==> config.mk <==
export PLATFORM = sky130hd
export DESIGN_NAME = tw_flagger
export DESIGN_NICKNAME = d
export VERILOG_FILES = /design/src/rtl/tw_pkg.sv /design/src/rtl/tw_run_tracker.sv /design/src/rtl/tw_unit_timer.sv /design/src/rtl/tw_window_match.sv /design/src/rtl/tw_flagger.sv
export SDC_FILE = /design/constraint.sdc
export NUM_CORES = 1
export LEC_CHECK = 0
export ABC_CLOCK_PERIOD_IN_PS = 5700
export BUFFER_PORTS_ARGS = -buffer_cell sky130_fd_sc_hd__buf_2
export CAP_MARGIN = 20
export CORE_ASPECT_RATIO = 0.75
export CORE_MARGIN = 3
export CORE_UTILIZATION = 60
export CTS_CLUSTER_DIAMETER = 150
export DETAILED_ROUTE_END_ITERATION = 6
export GPL_TIMING_DRIVEN = 0
export PLACE_DENSITY = 0.92
export SLEW_MARGIN = 40
export SYNTH_ARGS = -nofsm -noshare
export SYNTH_HDL_FRONTEND = slang
export SYNTH_SLANG_ARGS = --single-unit
==> constraint.sdc <==
create_clock -name clk -period 5.7 [get_ports clk]
set_input_delay 1.14 -clock clk [delete_from_list [all_inputs] [get_ports clk]]
set_output_delay 1.14 -clock clk [all_outputs]
set_load 0.02 [all_outputs]
==> src/rtl/tw_pkg.sv <==
package tw_pkg;
    localparam int DEF_NUM_WIN   = 11;
    localparam int DEF_UNIT_W    = 7;
    localparam int DEF_SPU       = 5;   // samples per coarse unit
    localparam int DEF_NUM_UNITS = 66;  // coarse units per interval
    localparam int DEF_RUN_LEN   = 4;   // consecutive ones that make a hit
    localparam int DEF_MAX_SPAN  = 43;  // widest window in units

    // bit width able to hold 0..n-1, never below one
    function automatic int cnt_width(input int n);
        return (n <= 2) ? 1 : $clog2(n);
    endfunction
endpackage

==> src/rtl/tw_run_tracker.sv <==
// Counts consecutive one samples and flags each sample that completes a run
// of RUN_LEN or more. A clear restarts the count with the current sample.
module tw_run_tracker #(
    parameter int RUN_LEN = tw_pkg::DEF_RUN_LEN
) (
    input  logic clk,
    input  logic rst_n,
    input  logic clr_i,
    input  logic en_i,
    input  logic sample_i,
    output logic hit_o
);
    localparam int RW = tw_pkg::cnt_width(RUN_LEN);
    localparam logic [RW-1:0] FULL = RW'(RUN_LEN - 1);

    logic [RW-1:0] run_d, run_q;
    logic [RW-1:0] base;
    logic          full;

    always_comb begin
        base  = clr_i ? '0 : run_q;
        full  = (base == FULL);
        hit_o = en_i && sample_i && full;
        run_d = run_q;
        if (en_i) begin
            if (!sample_i)  run_d = '0;
            else if (full)  run_d = base;
            else            run_d = base + 1'b1;
        end
    end

    always_ff @(posedge clk or negedge rst_n) begin
        if (!rst_n) run_q <= '0;
        else        run_q <= run_d;
    end
endmodule

==> src/rtl/tw_unit_timer.sv <==
// Tracks which coarse unit the current sample belongs to, and whether it is
// the final sample of the interval.
module tw_unit_timer #(
    parameter int SPU       = tw_pkg::DEF_SPU,
    parameter int NUM_UNITS = tw_pkg::DEF_NUM_UNITS,
    parameter int UNIT_W    = tw_pkg::DEF_UNIT_W
) (
    input  logic              clk,
    input  logic              rst_n,
    input  logic              restart_i,
    input  logic              advance_i,
    output logic [UNIT_W-1:0] unit_o,
    output logic              last_o
);
    localparam int PH_W = tw_pkg::cnt_width(SPU);
    localparam logic [PH_W-1:0]   PH_TOP   = PH_W'(SPU - 1);
    localparam logic [UNIT_W-1:0] UNIT_TOP = UNIT_W'(NUM_UNITS - 1);

    typedef struct packed {
        logic [PH_W-1:0]   phase;
        logic [UNIT_W-1:0] unit;
    } tmr_t;

    tmr_t tmr_d, tmr_q;
    logic [PH_W-1:0]   cur_phase;
    logic [UNIT_W-1:0] cur_unit;

    always_comb begin
        cur_phase = restart_i ? '0 : tmr_q.phase;
        cur_unit  = restart_i ? '0 : tmr_q.unit;
        unit_o    = cur_unit;
        last_o    = (cur_unit == UNIT_TOP) && (cur_phase == PH_TOP);
        tmr_d     = tmr_q;
        if (advance_i) begin
            if (cur_phase == PH_TOP) begin
                tmr_d.phase = '0;
                tmr_d.unit  = cur_unit + 1'b1;
            end else begin
                tmr_d.phase = cur_phase + 1'b1;
                tmr_d.unit  = cur_unit;
            end
        end
    end

    always_ff @(posedge clk or negedge rst_n) begin
        if (!rst_n) tmr_q <= '0;
        else        tmr_q <= tmr_d;
    end
endmodule

==> src/rtl/tw_window_match.sv <==
// Decides whether a unit lies in one window: start inclusive, end exclusive,
// span clamped to MAX_SPAN, and empty when the end is not after the start.
module tw_window_match #(
    parameter int UNIT_W   = tw_pkg::DEF_UNIT_W,
    parameter int MAX_SPAN = tw_pkg::DEF_MAX_SPAN
) (
    input  logic [UNIT_W-1:0] lo_i,
    input  logic [UNIT_W-1:0] hi_i,
    input  logic [UNIT_W-1:0] unit_i,
    output logic              in_o
);
    localparam int XW = UNIT_W + 1;
    localparam logic [XW-1:0] SPAN_MAX = XW'(MAX_SPAN);

    logic [XW-1:0] lo_x, hi_x, u_x, span, lim;

    always_comb begin
        lo_x = {1'b0, lo_i};
        hi_x = {1'b0, hi_i};
        u_x  = {1'b0, unit_i};
        span = hi_x - lo_x;
        if (hi_x > lo_x) lim = (span > SPAN_MAX) ? (lo_x + SPAN_MAX) : hi_x;
        else             lim = lo_x;
        in_o = (u_x >= lo_x) && (u_x < lim);
    end
endmodule

==> src/rtl/tw_flagger.sv <==
module tw_flagger #(
    parameter int NUM_WIN   = tw_pkg::DEF_NUM_WIN,
    parameter int UNIT_W    = tw_pkg::DEF_UNIT_W,
    parameter int SPU       = tw_pkg::DEF_SPU,
    parameter int NUM_UNITS = tw_pkg::DEF_NUM_UNITS,
    parameter int RUN_LEN   = tw_pkg::DEF_RUN_LEN,
    parameter int MAX_SPAN  = tw_pkg::DEF_MAX_SPAN
) (
    input  logic                      clk,
    input  logic                      rst_n,
    input  logic                      start_i,
    input  logic                      sample_i,
    input  logic [NUM_WIN*UNIT_W-1:0] win_lo_i,
    input  logic [NUM_WIN*UNIT_W-1:0] win_hi_i,
    output logic [NUM_WIN-1:0]        flag_o,
    output logic                      valid_o
);
    localparam int INTERVAL = NUM_UNITS * SPU;

    typedef struct packed {
        logic               active;
        logic               valid;
        logic [NUM_WIN-1:0] flags;
    } state_t;

    state_t st_d, st_q;

    logic              proc;
    logic              run_hit;
    logic              last;
    logic [UNIT_W-1:0] cur_unit;
    logic [NUM_WIN-1:0] in_win;

    assign proc = start_i || st_q.active;

    tw_run_tracker #(.RUN_LEN(RUN_LEN)) u_run (
        .clk      (clk),
        .rst_n    (rst_n),
        .clr_i    (start_i),
        .en_i     (proc),
        .sample_i (sample_i),
        .hit_o    (run_hit)
    );

    tw_unit_timer #(.SPU(SPU), .NUM_UNITS(NUM_UNITS), .UNIT_W(UNIT_W)) u_tmr (
        .clk       (clk),
        .rst_n     (rst_n),
        .restart_i (start_i),
        .advance_i (proc),
        .unit_o    (cur_unit),
        .last_o    (last)
    );

    for (genvar k = 0; k < NUM_WIN; k++) begin : g_win
        tw_window_match #(.UNIT_W(UNIT_W), .MAX_SPAN(MAX_SPAN)) u_match (
            .lo_i   (win_lo_i[k*UNIT_W +: UNIT_W]),
            .hi_i   (win_hi_i[k*UNIT_W +: UNIT_W]),
            .unit_i (cur_unit),
            .in_o   (in_win[k])
        );
    end

    always_comb begin
        st_d        = st_q;
        st_d.valid  = 1'b0;
        if (start_i) st_d.flags = '0;
        if (proc) begin
            if (run_hit) st_d.flags = st_d.flags | in_win;
            st_d.active = !last;
            st_d.valid  = last;
        end
    end

    always_ff @(posedge clk or negedge rst_n) begin
        if (!rst_n) st_q <= '0;
        else        st_q <= st_d;
    end

    assign flag_o  = st_q.flags;
    assign valid_o = st_q.valid;
endmodule

==> results of run 1 <==
[path summary, 6_finish.rpt]
check | start | endpoint | slack [ns] | depth (start not counted)
worst max-delay path | win_lo_i[63] | flag_o[9]$_DFF_PN0_ | 0.35 | 20
worst min-delay path | flag_o[8]$_DFF_PN0_ | flag_o[8]$_DFF_PN0_ | 0.51 | 1
worst max register to register | u_tmr.tmr_q[1]$_DFFE_PN0N_ | flag_o[0]$_DFF_PN0_ | 2.46 | 11
worst min register to register | flag_o[8]$_DFF_PN0_ | flag_o[8]$_DFF_PN0_ | 0.51 | 1
max in group asynchronous | rst_n | flag_o[2]$_DFF_PN0_ | 4.38 | 1
min in group asynchronous | rst_n | valid_o$_DFF_PN0_ | 0.89 | 1
[layout by cell type, fill, tap and decap left out, drive strengths merged, types with 16 or more instances in the layout]
| cell type | Yosys | final |
|---|---|---|
| ha | 235 | 235 |
| buf | 23 | 193 |
| a21oi | 154 | 154 |
| inv | 145 | 146 |
| nor2 | 113 | 113 |
| o21ai | 100 | 100 |
| nand2 | 88 | 88 |
| a21o | 49 | 49 |
| o22ai | 45 | 45 |
| nand2b | 40 | 40 |
| nor2b | 39 | 39 |
| nand3 | 37 | 37 |
| a31oi | 35 | 35 |
| mux2i | 34 | 34 |
| clkbuf | 26 | 29 |
| o21a | 28 | 28 |
| nor3 | 26 | 26 |
| dfrtp | 25 | 25 |
| o22a | 21 | 21 |
| nand4 | 19 | 19 |
| or3 | 17 | 17 |
| mux2 | 16 | 16 |
[layout make-up]
type                            count  area [sq um]  share of cell area
Tap cell                          236         295.3             0.02425
Antenna cell                        3         7.507           0.0006165
Buffer                             49         237.7             0.01952
Sequential cell                    25         625.6             0.05138
Multi-Input combinational cell   1282          9487              0.7791
Timing Repair Buffer              170         895.9             0.07357
Clock inverter                      1         8.758           0.0007193
Clock buffer                        3         75.07            0.006165
Inverter                          145         544.3             0.04470
[where the power goes]
group | internal (mW) | switching [mW] | total [mW]
combinational | 0.410 | 0.568 | 0.978
sequential | 0.181 | 0.00255 | 0.183
clock | 0.0974 | 0.0748 | 0.172
[stage by stage]
| stage | power (mW) | hold WS, ns | instance area [sq um] | utilization | setup slack (ns) |
|---|---|---|---|---|---|
| 2_1_floorplan | 0.8826 | 0.4560 | 10870 | - | 0.7267 |
| 3_3_place_gp | 1.091 | 0.4784 | 12010 | 0.6946 | 0.1148 |
| 3_5_place_dp | 1.136 | 0.4971 | 12090 | 0.6991 | 0.1353 |
| 4_1_cts | 1.310 | 0.5123 | 12170 | 0.7039 | 0.4085 |
| 5_1_grt | 1.448 | 0.5287 | 12170 | 0.7041 | 0.09983 |
| 6_report | 1.333 | 0.5067 | 12180 | 0.7044 | 0.3472 |
[logic make-up after synthesis]
logic type                 count (synthesis)
adders and majority gates                246
muxes                                     50
DFF                                       25
AOI/OAI and AO/OA                        540
xor gates and xnor gates                  11
and+or+nand+nor                          435
buffers and inverters                    194
[per-layer routing]
| metal | part of all wire | global-route usage |
|---|---|---|
| met5 | 0 | 0 |
| met4 | 0.026 | 0.08974 |
| met2 | 0.44 | 0.5047 |
| met3 | 0.073 | 0.02260 |
| met1 | 0.46 | 0.4132 |
[state kept, by name, summed over array words and instances, names as in the netlist]
signal	count
u_tmr.tmr_q	10
u_run.run_q	2
valid_o	1
st_q	1
flag_o	11
==> results.toml, run 1 <==
[status]
status = "finished clean"

[synthesis]
synth.top_cell.area_share = 0.2705
async_reset_ff_frac = 1.000
syn-num-nets = 1905
ys_ff_latch = 25
syn_inst = 1501
synth_top_family_by_area = "compound AO/OA/AOI/OAI gates"
synth_common_cells = "235 x ha_1, 152 x a21oi_1, 145 x inv_1"
synth_simple_gate_area_frac = 0.2027
synth_xor_area_frac = 0.008862
synth_area_leaders = "ha_1 27%, a21oi_1 7.0%, dfrtp_1 5.8%"
syn_avg_cell_area_sq_um = 7.243
yosysWarnings = 0
ys.flop_type = "dfrtp_1"
synth-compound-area-share = 0.3204
syn_area_sq_um = 10870
synth-adder-area-share = 0.2907
synth-edff-count = 0
yosysMostFrequentCell = "ha_1"
synth_cell_type_count = 74
synthMuxAreaShare = 0.04788
synth_top_area_cell = "ha_1"
synth-seq-area-share = 0.05754

[floorplan]
io_pins = 170
initial_core_util = 0.6289
rows = 41
die_w_um = 161.4
core_area_sq_um = 17290
fp.dieH_um = 122.6
dieArea_sq_um = 19790

[placed_design]
dp.cells = 1907
numPortBuffers = 168
gp_congestion = 0.9374
dp_hpwl_mm = 25.30

[worst_setup_path]
path_buf_inv = 3
cp_top_family = "simple AND/OR/NAND/NOR gates"
cp_max_fo = 10
critPathCaptureType = "flip-flop"
worstPathArrival_ns = 5.57
required_ns = 5.92
path_cells = "buf_2, ha_1, fa_1, and2b_1, o21a_1, o21ai_1, a21oi_1, a211oi_1, or4_1, buf_2, buf_1, nor2_1, a31oi_1, o22ai_1, ha_1, a21o_1, a21o_1, or4_1, a2111oi_0, or3_1"
critical_path.max_stage_delay_ns = 0.48
worst-setup-path-type = "in2reg"
cpMaxStageDelayCell = "or4_1"
start_kind = "primary input"

[clocking]
cts_root_buf = "clkbuf_16"
cts_resized = 0
cts_hold_buffers = 0
cts_made_buffers = 3
cts.sinks = 25
cts_buffer_depth = 2
cts_setup_buffers = 0
htreeDepth = 1
cts_tree = "built"
clkTransAtPathRegs_ns = 0.08
clock_latency_ns = 0.27

[power]
p_leak_nw = 6.542
vdd_drop_max_mv = 0.1193
p_per_area_nw_per_um2 = 109.5

[detailed_routing]
wl_per_cell_um = 16.38
drc = 0
dr.first_iter.drc_count = 1151
postRouteAntennaNets = 0
first_pass_iters = 6
viasPerCell = 6.318
num_vias = 12090
postRouteWirelength_mm = 31.36

[cells_and_area]
fillers = 1440
area_growth_pct = 12.00
nNetsFinal = 2080
stdcell_count = 1914
drive_gt1_frac = 0.1433

[grt]
grt_max_degree = 26
antenna_found_initial = 1
grt_use_total = 0.2999
overflow = 0
grt_pass1_vias = 11200
grt_first_pass_wirelength_mm = 50.98

[sta]
period_needed_ns = 5.353
rsz0062_at_grt = "no"
setup_viol_count_final = 0
max_freq_mhz = 186.8
finalHoldViolations = 0
slew_violations = 0
finalSetupTns_ns = 0
fin_crit_sh = 0.9391
worst_pin_slew_ns = 0.7299
slew_headroom = 0.5107
finClkSkew_ns = 0.008731

[min_path]
hp-class = "reg2reg"

[flow_run]
drv_cap = 0
(Power assumes the default switching activity.)
==> run 2, diff against run 1 <==
- RECOVER_POWER: not set -> 50
==> results.toml, run 2 (same netlist as run 1, synthesis figures left out) <==
[status]
status = "complete, but fails checks"
violations = "capacitance limit, slew limit"

[detailed_routing]
num_vias = 12100
drc = 0
postRouteWirelength_mm = 31.34
first_pass_iters = 5
dr.first_iter.drc_count = 1134
postRouteAntennaNets = 0
wl_per_cell_um = 16.37
viasPerCell = 6.322

[sta]
period_needed_ns = 5.353
hold_ws_ns = 0.5091
slew_headroom = -0.05239
slew_violations = 26
finalSetupTns_ns = 0
finalHoldViolations = 0
max_freq_mhz = 186.8
worst_pin_slew_ns = 1.579
worst_slack_ns = 0.3474
rsz0062_at_grt = "no"
setup_viol_count_final = 0
fin_crit_sh = 0.9391
finClkSkew_ns = 0.008812

[worst_setup_path]
worst-setup-path-type = "in2reg"
critPathCaptureType = "flip-flop"
required_ns = 5.92
r2r_cells = 11
start_kind = "primary input"
cpMaxStageDelayCell = "or4_1"
critical_path.max_stage_delay_ns = 0.48
cp_max_fo = 10
path_cells = "buf_2, ha_1, fa_1, and2b_1, o21a_1, o21ai_1, a21oi_1, a211oi_1, or4_1, buf_2, buf_1, nor2_1, a31oi_1, o22ai_1, ha_1, a21o_1, a21o_1, or4_1, a2111oi_0, or3_1"
worstPathArrival_ns = 5.57

[cells_and_area]
final_common_cell = "ha_1"
fin_area_sq_um = 12170
multi_input_area_sq_um = 9487
stdcell_count = 1914
mostFrequentLayoutCells = "235 x ha_1, 171 x buf_2, 152 x a21oi_1"
utilization = 0.7038
largest_reg_flops = 11
nNetsFinal = 2080
fillers = 1447
final-seq-area_sq_um = 625.6
area_growth_pct = 11.92
drive_gt1_frac = 0.1391

[floorplan]
initial_core_util = 0.6289
rows = 41
fp.dieH_um = 122.6
die_w_um = 161.4
io_pins = 170
core_area_sq_um = 17290
dieArea_sq_um = 19790

[clocking]
cts_hold_buffers = 0
clkTransAtPathRegs_ns = 0.08
htreeDepth = 1
cts_root_buf = "clkbuf_16"
cts_made_buffers = 3
cts_buffer_depth = 2
clock_latency_ns = 0.27
cts.sinks = 25
cts_resized = 0
cts_setup_buffers = 0
cts_tree = "built"

[power]
vdd_drop_max_mv = 0.1190
p_leak_nw = 6.513
p_per_area_nw_per_um2 = 109.5
p_total_mw = 1.333

[grt]
use_met1 = 0.4132
grtUsageMet3 = 0.02260
antenna_found_initial = 1
busiest_layer = "met2"
grt_use_total = 0.2999
grt_max_degree = 26
overflow = 0
use_met2 = 0.5047
grt_pass1_vias = 11200
grt_first_pass_wirelength_mm = 50.98

[min_path]
hp-class = "reg2reg"
hold_depth = 1

[placed_design]
dp_hpwl_mm = 25.30
gp_congestion = 0.9374
place_area_sq_um = 12090
dp.cells = 1907
numPortBuffers = 168
pre_cts_ws_ns = 0.1353

[flow_run]
drv_cap = 1
## run 2: cell count changes in the layout (fill, tap and decap cells not counted), sizes merged
cell    change
clkbuf      +7
buf         -7
## run 2: path summary, 6_finish.rpt
check,start,to,slack [ns]
max in group asynchronous,rst_n,u_tmr.tmr_q[5]$_DFFE_PN0N_,3.53
worst min register to register,flag_o[8]$_DFF_PN0_,flag_o[8]$_DFF_PN0_,0.51
worst max register to register,u_tmr.tmr_q[1]$_DFFE_PN0N_,flag_o[0]$_DFF_PN0_,2.46
min in group asynchronous,rst_n,valid_o$_DFF_PN0_,1.25
worst max-delay path,win_lo_i[63],flag_o[9]$_DFF_PN0_,0.35
worst min-delay path,flag_o[8]$_DFF_PN0_,flag_o[8]$_DFF_PN0_,0.51
## run 2: power by group
part	switching (mW)	internal (mW)
sequential	0.00249	0.181
clock	0.0749	0.0974
combinational	0.567	0.410
## run 2: per-layer routing
layer  vias to the layer above  part of all wire
met5                         -                 0
met4                         0             0.026
met1                      5531              0.46
met3                        65             0.073
met2                       548              0.44
li1                       5956                 -
## run 2: layout make-up
cell class              count  share of cell area
well taps                 236             0.02427
diodes                      3           0.0006170
multi-input cells        1282              0.7796
repair buffers            170             0.07291
flip-flops and latches     25             0.05141
plain buffers              49             0.01954
clock inverters             1           0.0007198
clock buffers               3            0.006170
inverters                 145             0.04473
## run 2: worst max-delay path, delay by kind of cell
| family | cells | cell delay [ns] |
|---|---|---|
| AND/OR/NAND/NOR | 5 | 1.46 |
| AO/OA/AOI/OAI | 9 | 1.44 |
| adder cells (fa/ha/maj) | 3 | 0.94 |
| buffers and inverters | 3 | 0.57 |
